`config.mk`:
```
export PLATFORM = sky130hd
export DESIGN_NAME = ep_csr
export DESIGN_NICKNAME = d
export VERILOG_FILES = /design/src/rtl/ep_csr_pkg.sv /design/src/rtl/ep_csr_swdec.sv /design/src/rtl/ep_csr_hwupd.sv /design/src/rtl/ep_csr.sv
export SDC_FILE = /design/constraint.sdc
export NUM_CORES = 1
export LEC_CHECK = 0
export CORE_MARGIN = 5
export CORE_UTILIZATION = 40
export CTS_CLUSTER_SIZE = 20
export DETAILED_ROUTE_END_ITERATION = 8
export HOLD_SLACK_MARGIN = 0.06
export MAX_ROUTING_LAYER = met4
export PLACE_DENSITY = 0.82
export SLEW_MARGIN = 40
export SYNTH_ARGS = -nofsm -noshare
export SYNTH_HDL_FRONTEND = slang
export SYNTH_HIERARCHICAL = 1
export SYNTH_SLANG_ARGS = --single-unit
```
`constraint.sdc`:
```
create_clock -name clk -period 5.49 [get_ports clk]
set_clock_uncertainty 0.05 [all_clocks]
set_input_delay 1.098 -clock clk [delete_from_list [all_inputs] [get_ports clk]]
set_output_delay 1.098 -clock clk [all_outputs]
set_load 0.02 [all_outputs]
```
`src/rtl/ep_csr_pkg.sv`:
```
package ep_csr_pkg;

    parameter int EPA_W = 4;
    localparam int STAT_W = 2;
    localparam int TYPE_W = 2;
    localparam int RES_W = 3;
    localparam int REG_W = EPA_W + 2 * STAT_W + TYPE_W + 6;

    typedef enum logic [STAT_W-1:0] {
        ST_DISABLED = 2'b00,
        ST_STALL    = 2'b01,
        ST_NAK      = 2'b10,
        ST_VALID    = 2'b11
    } stat_e;

    typedef enum logic [TYPE_W-1:0] {
        EP_BULK = 2'b00,
        EP_CTRL = 2'b01,
        EP_ISO  = 2'b10,
        EP_INTR = 2'b11
    } eptype_e;

    typedef enum logic [RES_W-1:0] {
        RS_ACK     = 3'd0,
        RS_NAK     = 3'd1,
        RS_STALL   = 3'd2,
        RS_ERR     = 3'd3,
        RS_TOGMIS  = 3'd4,
        RS_ISO_END = 3'd5
    } res_e;

    // Field order, MSB first, equals the register image layout.
    typedef struct packed {
        logic             rx_done;
        logic             rx_tog;
        stat_e            rx_stat;
        logic             setup;
        eptype_e          ep_type;
        logic             kind;
        logic             tx_done;
        logic             tx_tog;
        stat_e            tx_stat;
        logic [EPA_W-1:0] addr;
    } ep_csr_t;

endpackage

```
`src/rtl/ep_csr_swdec.sv`:
```
module ep_csr_swdec
    import ep_csr_pkg::*;
(
    input  logic             we,
    input  logic [REG_W-1:0] wdata,
    input  ep_csr_t          cur,
    output ep_csr_t          sw_nxt
);

    ep_csr_t w;
    logic    setup_unused;

    assign w = ep_csr_t'(wdata);
    assign setup_unused = w.setup;

    always_comb begin
        sw_nxt = cur;
        if (we) begin
            // plain read/write fields
            sw_nxt.addr    = w.addr;
            sw_nxt.kind    = w.kind;
            sw_nxt.ep_type = w.ep_type;
            // flip-on-one fields
            sw_nxt.tx_stat = stat_e'(cur.tx_stat ^ w.tx_stat);
            sw_nxt.rx_stat = stat_e'(cur.rx_stat ^ w.rx_stat);
            sw_nxt.tx_tog  = cur.tx_tog ^ w.tx_tog;
            sw_nxt.rx_tog  = cur.rx_tog ^ w.rx_tog;
            // clear-only flags
            sw_nxt.tx_done = cur.tx_done & w.tx_done;
            sw_nxt.rx_done = cur.rx_done & w.rx_done;
        end
    end

endmodule

```
`src/rtl/ep_csr_hwupd.sv`:
```
module ep_csr_hwupd
    import ep_csr_pkg::*;
(
    input  ep_csr_t          cur,
    input  ep_csr_t          sw_nxt,
    input  logic             xact_end,
    input  logic             xact_in,
    input  logic             xact_is_setup,
    input  logic [RES_W-1:0] xact_res,
    input  logic             setup_pid,
    output ep_csr_t          nxt
);

    logic is_iso;
    logic is_ctrl;
    logic res_ok;
    logic rx_ok;
    logic tx_ok;

    always_comb begin
        is_iso  = (cur.ep_type == EP_ISO);
        is_ctrl = (cur.ep_type == EP_CTRL);
        res_ok  = is_iso ? (res_e'(xact_res) == RS_ISO_END)
                         : (res_e'(xact_res) == RS_ACK);
        rx_ok   = xact_end && !xact_in && res_ok && !(xact_is_setup && !is_ctrl);
        tx_ok   = xact_end &&  xact_in && res_ok;

        nxt = sw_nxt;

        if (rx_ok) begin
            nxt.rx_done = 1'b1;
            nxt.rx_tog  = ~cur.rx_tog;
            if (!is_iso) begin
                nxt.rx_stat = ST_NAK;
            end
            if (is_ctrl && !cur.rx_done) begin
                nxt.setup = xact_is_setup;
            end
        end

        if (tx_ok) begin
            nxt.tx_done = 1'b1;
            nxt.tx_tog  = ~cur.tx_tog;
        end

        if (setup_pid && is_ctrl) begin
            nxt.tx_tog = 1'b1;
            nxt.rx_tog = 1'b0;
        end
    end

endmodule

```
`src/rtl/ep_csr.sv`:
```
module ep_csr
    import ep_csr_pkg::*;
(
    input  logic             clk,
    input  logic             rst_n,
    input  logic             csr_we,
    input  logic [REG_W-1:0] csr_wdata,
    output logic [REG_W-1:0] csr_rdata,
    input  logic             xact_end,
    input  logic             xact_in,
    input  logic             xact_is_setup,
    input  logic [RES_W-1:0] xact_res,
    input  logic             setup_pid,
    input  logic             ctr_irq_en,
    output logic             irq
);

    ep_csr_t state_q;
    ep_csr_t state_d;
    ep_csr_t sw_d;
    ep_csr_t hw_d;

    ep_csr_swdec u_swdec (
        .we     (csr_we),
        .wdata  (csr_wdata),
        .cur    (state_q),
        .sw_nxt (sw_d)
    );

    ep_csr_hwupd u_hwupd (
        .cur           (state_q),
        .sw_nxt        (sw_d),
        .xact_end      (xact_end),
        .xact_in       (xact_in),
        .xact_is_setup (xact_is_setup),
        .xact_res      (xact_res),
        .setup_pid     (setup_pid),
        .nxt           (hw_d)
    );

    always_comb begin
        state_d = hw_d;
    end

    always_ff @(posedge clk) begin
        if (!rst_n) begin
            state_q <= '0;
        end else begin
            state_q <= state_d;
        end
    end

    assign csr_rdata = state_q;
    assign irq       = ctr_irq_en && (state_q.rx_done || state_q.tx_done);

    // an accepted bulk receive leaves the flag set whatever software wrote
    a_r4_hw_set_wins: assert property (@(posedge clk) disable iff (!rst_n)
        (xact_end && !xact_in && !xact_is_setup && xact_res == 3'd0 &&
         state_q.ep_type == EP_BULK) |=> state_q.rx_done);

    // failed outcomes never raise a complete flag
    a_r5_fail_no_set: assert property (@(posedge clk) disable iff (!rst_n)
        (xact_end && xact_res inside {3'd1, 3'd2, 3'd3, 3'd4} &&
         !state_q.rx_done && !state_q.tx_done) |=> (!state_q.rx_done && !state_q.tx_done));

    // SETUP token forces the toggle pair on control endpoints
    a_r8_setup_force: assert property (@(posedge clk) disable iff (!rst_n)
        (setup_pid && state_q.ep_type == EP_CTRL) |=> (state_q.tx_tog && !state_q.rx_tog));

    // SETUP indicator frozen while receive complete is set
    a_r9_setup_frozen: assert property (@(posedge clk) disable iff (!rst_n)
        state_q.rx_done |=> $stable(state_q.setup));

    // isochronous status untouched by hardware
    a_r10_iso_stat: assert property (@(posedge clk) disable iff (!rst_n)
        (state_q.ep_type == EP_ISO && !csr_we) |=> ($stable(state_q.rx_stat) && $stable(state_q.tx_stat)));

    // no interrupt while globally disabled
    a_r12_irq_masked: assert property (@(posedge clk) disable iff (!rst_n)
        !ctr_irq_en |-> !irq);

endmodule

```
Word-level counts from Yosys, hierarchy flattened:

Cells that the tools add are included.

* flip-flop bits (word level): 16
* output and inout port bits: 17
* input port bits: 27

* equal/unequal tests: 3
* reductions and logical operators: 20
* bitwise operators: 9
* mux-type cells: 8

Operators with widths (count)
* logical AND 1 bit: 9
* 2-to-1 mux 8 bit: 1
* 2-to-1 mux 5 bit: 1
* zero test 1 bit: 4
* 2-to-1 mux 2 bit: 2
* 2-to-1 mux 4 bit: 1
* nonzero test 2 bit: 2
* XOR 2 bit: 2
* equality test 3 bit (second input constant): 1
* zero test 3 bit: 1
* 2-to-1 mux 1 bit: 3
* inverter 1 bit: 3
* nonzero test 3 bit: 1
* AND 1 bit: 2
* equality test 2 x 1 -> 1 bit (second input constant): 1
* equality test 2 bit (second input constant): 1
* AND reduction 2 bit: 1
* OR reduction 2 bit: 1
* XOR 1 bit: 2
* logical OR 1 bit: 1

Logic depth before layout (Yosys ltp):

* word-level depth: 6
* gate-level depth with buffers: 7
* gate-level depth less buffers: 5

Hierarchy:

The synthesis kept the hierarchy.

By module, submodules not included
* ep_csr: cells an instance 34, area each 454.2 um^2, instances 1
* ep_csr_hwupd: cells an instance 33, area each 239.0 um^2, instances 1
* ep_csr_swdec: cells an instance 26, area each 217.7 um^2, instances 1

Worst setup path after synthesis:

No wires, ideal clock.

* path type: input to register
* start point: input xact_in
* end point: register state_q (netlist bit csr_rdata[11])
* cell stages on the path: 4
* library setup time: 116 ps
* slack: 2942 ps
* data required time: 5324 ps
* data arrival time: 2382 ps
* path through: or4b_1 > or3_1 > mux2_4 > and2_2

* word-level cells in the longest chain between the ends: 5

RTL lines
* start: declaration: RTL line ep_csr.sv:10 `input logic xact_in,`
* zero test 1 bit: RTL line ep_csr_hwupd.sv:25 `rx_ok = xact_end && !xact_in && res_ok && !(xact_is_setup && !is_ctrl);`
* logical AND 1 bit (3 in a row): RTL line ep_csr_hwupd.sv:25
* AND reduction 2 bit (no line)
* end signal: assignment: RTL line ep_csr.sv:49 `state_q <= state_d;`
* end: declaration: RTL line ep_csr.sv:18 `ep_csr_t state_q;`

No other way between the ends.
A chain may end at the register's enable or synchronous reset.

Final worst setup path:

* start point: input ctr_irq_en
* end point: output irq

* word-level cells in the longest chain between the ends: 1

RTL lines
* start: declaration: RTL line ep_csr.sv:14 `input logic ctr_irq_en,`
* logical AND 1 bit: RTL line ep_csr.sv:54 `assign irq = ctr_irq_en && (state_q.rx_done || state_q.tx_done);`
* end: declaration: RTL line ep_csr.sv:15 `output logic irq`

No other way between the ends.

==> out/results.ini <==
[status]
outcome=finished, final reports clean

[pwr]
peakVddDrop_mv=0.1013
p_int_uw=211.4
p_sw_frac=0.2487
clkPwrFrac=0.276
power.switching_uw=69.99
seqPwrFrac=0.457
leakagePower_uw=0.0005203
power.density_nw_per_um2=218.2
p_comb_frac=0.268

[clock_network]
htreeDepth=1
hold_buffers=0
cts_setup_buffers=0
cts_buffer_depth=2
cts_resized=0
clkLatencyLatePin_ps=280
cts_sinks=16
cts_tree=yes
root_buffer=clkbuf_4
numCtsBuffers=3
clk_pin_slew_ps=90

[place]
gp_congestion=0.8493
portBuffers=42
hpwl_um=1527

[drt]
antenna_left=0
drc=0
vias=700
drtIter0Drc=15
first_pass_iters=4
routed_wl_um=2034
wl_per_cell_um=13.21
vias_per_cell=4.545

[floorplanning]
rows=17
core_area_um2=2191
die_w_um=57.72
fp.dieH_um=57.72
dieArea_um2=3332
initial_core_util=0.4158
pin_count=44

[yosys]
synth_fp_nets=120
synth_area_um2=910.9
yosysTopAreaCell=dfxtp_1
synthTopCellsByArea=dfxtp_1 (35%), and2_2 (11%), buf_4 (8.2%)
synth_cell_types=26
synth_warnings=6
yosys.area.top_type_share=0.3516
syn_area_per_cell_um2=9.794
synthCells=93
synth-seq-cells=16
ys_seq_area_frac=0.3516

[global_route]
gr-total-overflow=0
first_global_vias=682
grt_pass1_wl_um=3312
grt_max_degree=17
grt_usage=0.1355
antenna_found_initial=0

[job]
maxCapViolations=0

[sta]
worst_pin_slew_ps=667.7
holdWs_ps=545.3
rsz0062_at_grt=no
finalSetupTns_ps=0
setup_viol=0
finalCritPeriodShare=0.6202
hold_viol=0
slew_headroom=0.5535
drv_slew=0
fmax_mhz=293.7
min_period_ps=3405

[setup_path]
worstPathMaxFanout=1
cp-start-kind=input pin
worstPathRequired_ps=4340
cp.arrival_ps=2260
path_class=input pin to output port
endpoint_kind=output port

[finish]
nFillCells=184
diodes=0
area_growth_pct=41.62
largest_reg_flops=16
drive_gt1_frac=0.2302
nets=154

[worst_hold_path]
hp-class=register to register

## cell usage in the layout, fill, tap and decap left out
master,n
nand2b_1,1
or3_1,1
nor2b_1,2
mux2_4,3
nand2_1,7
inv_1,3
clkbuf_8,1
nor2_1,4
mux2i_1,2
nor3_1,1
and2b_2,1
o21a_1,2
o21bai_1,1
or2_2,1
or2b_2,1
clkbuf_4,3
dfxtp_1,16
mux2_2,6
a21oi_1,1
xnor2_1,6
and2_2,13
clkdlybuf4s50_1,42
or4b_1,1
nand4bb_1,1
and2_1,4
a21boi_0,2
## worst paths after layout
kind / start / endpoint / slack (ps) / cells past startpoint
max: ctr_irq_en / irq / 2080 / 3
max reg2reg: csr_rdata[9] / csr_rdata[14] / 3680 / 5
min reg2reg: csr_rdata[0] / csr_rdata[0] / 550 / 2
min: csr_rdata[0] / csr_rdata[0] / 550 / 2
## cells in the mapped netlist
library cell,n
o21bai_1,1
or4b_1,1
xnor2_1,6
or2b_2,1
buf_8,1
nor2_1,4
nor3_1,1
and2_2,13
mux2_2,6
mux2_4,3
mux2i_1,2
buf_4,10
nand2_1,7
nand2b_1,1
or2_2,1
buf_6,2
nor2b_1,2
and2_1,4
or3_1,1
dfxtp_1,16
o21a_1,2
a21boi_0,2
nand4bb_1,1
inv_1,3
a21oi_1,1
and2b_2,1
## power groups by stage
stage | combinational [µW] | clock, µW | sequential [µW]
after floorplan | 38.8 | 0 | 140
after global placement | 73.8 | 0 | 131
after detailed placement | 75.4 | 0 | 131
after CTS | 76.2 | 81.8 | 129
after global routing | 81.3 | 88.4 | 130
final | 75.3 | 77.6 | 129
## metal layers
metal / GRT usage / part of all wire / wire length (µm) / vias up
met1: 0.1446 / 0.42 / 859 / 319
li1: - / - / - / 355
met3: 0.04900 / 0.073 / 149 / 2
met4: 0.06954 / 0.011 / 22 / 0
met2: 0.2194 / 0.49 / 1002 / 24
met5: - / 0 / 0 / -
## through the flow
stage | std cells | worst slack, ps | cell area [µm²] | total power, µW | utilization
6_report | 154 | 2085 | 1290 | 281.4 | 0.5888
5_1_grt | 154 | 2057 | 1290 | 299.5 | 0.5888
4_1_cts | 154 | 2082 | 1290 | 286.6 | 0.5888
3_5_place_dp | 150 | 2083 | 1254 | 206.9 | 0.5722
3_3_place_gp | 150 | 2090 | 1254 | 204.7 | 0.5722
2_1_floorplan | 93 | 2942 | 910.9 | 179.0 | -
## worst max-delay path: stages
cell,delay (ps)
clkdlybuf4s50_1,450
o21a_1,110
clkdlybuf4s50_1,590
## kinds of logic after synthesis
| family | after synthesis | share of synthesized area |
|---|---|---|
| xor gates and xnor gates | 6 | 0.05769 |
| and+or+nand+nor | 38 | 0.2624 |
| buffers and inverters | 16 | 0.1360 |
| AOI/OAI and AO/OA | 6 | 0.04669 |
| muxes | 11 | 0.1456 |
| DFF | 16 | 0.3517 |
## final cells by class
| class | instances | area [µm²] | area share |
|---|---|---|---|
| multi-input combinational | 61 | 466.7 | 0.3618 |
| timing repair buffer | 42 | 420.4 | 0.3259 |
| sequential | 16 | 320.3 | 0.2483 |
| tap | 28 | 35.03 | 0.02716 |
| clock buffer | 4 | 36.28 | 0.02813 |
| inverter | 3 | 11.26 | 0.008729 |
Power figures use the tool's default switching activity.
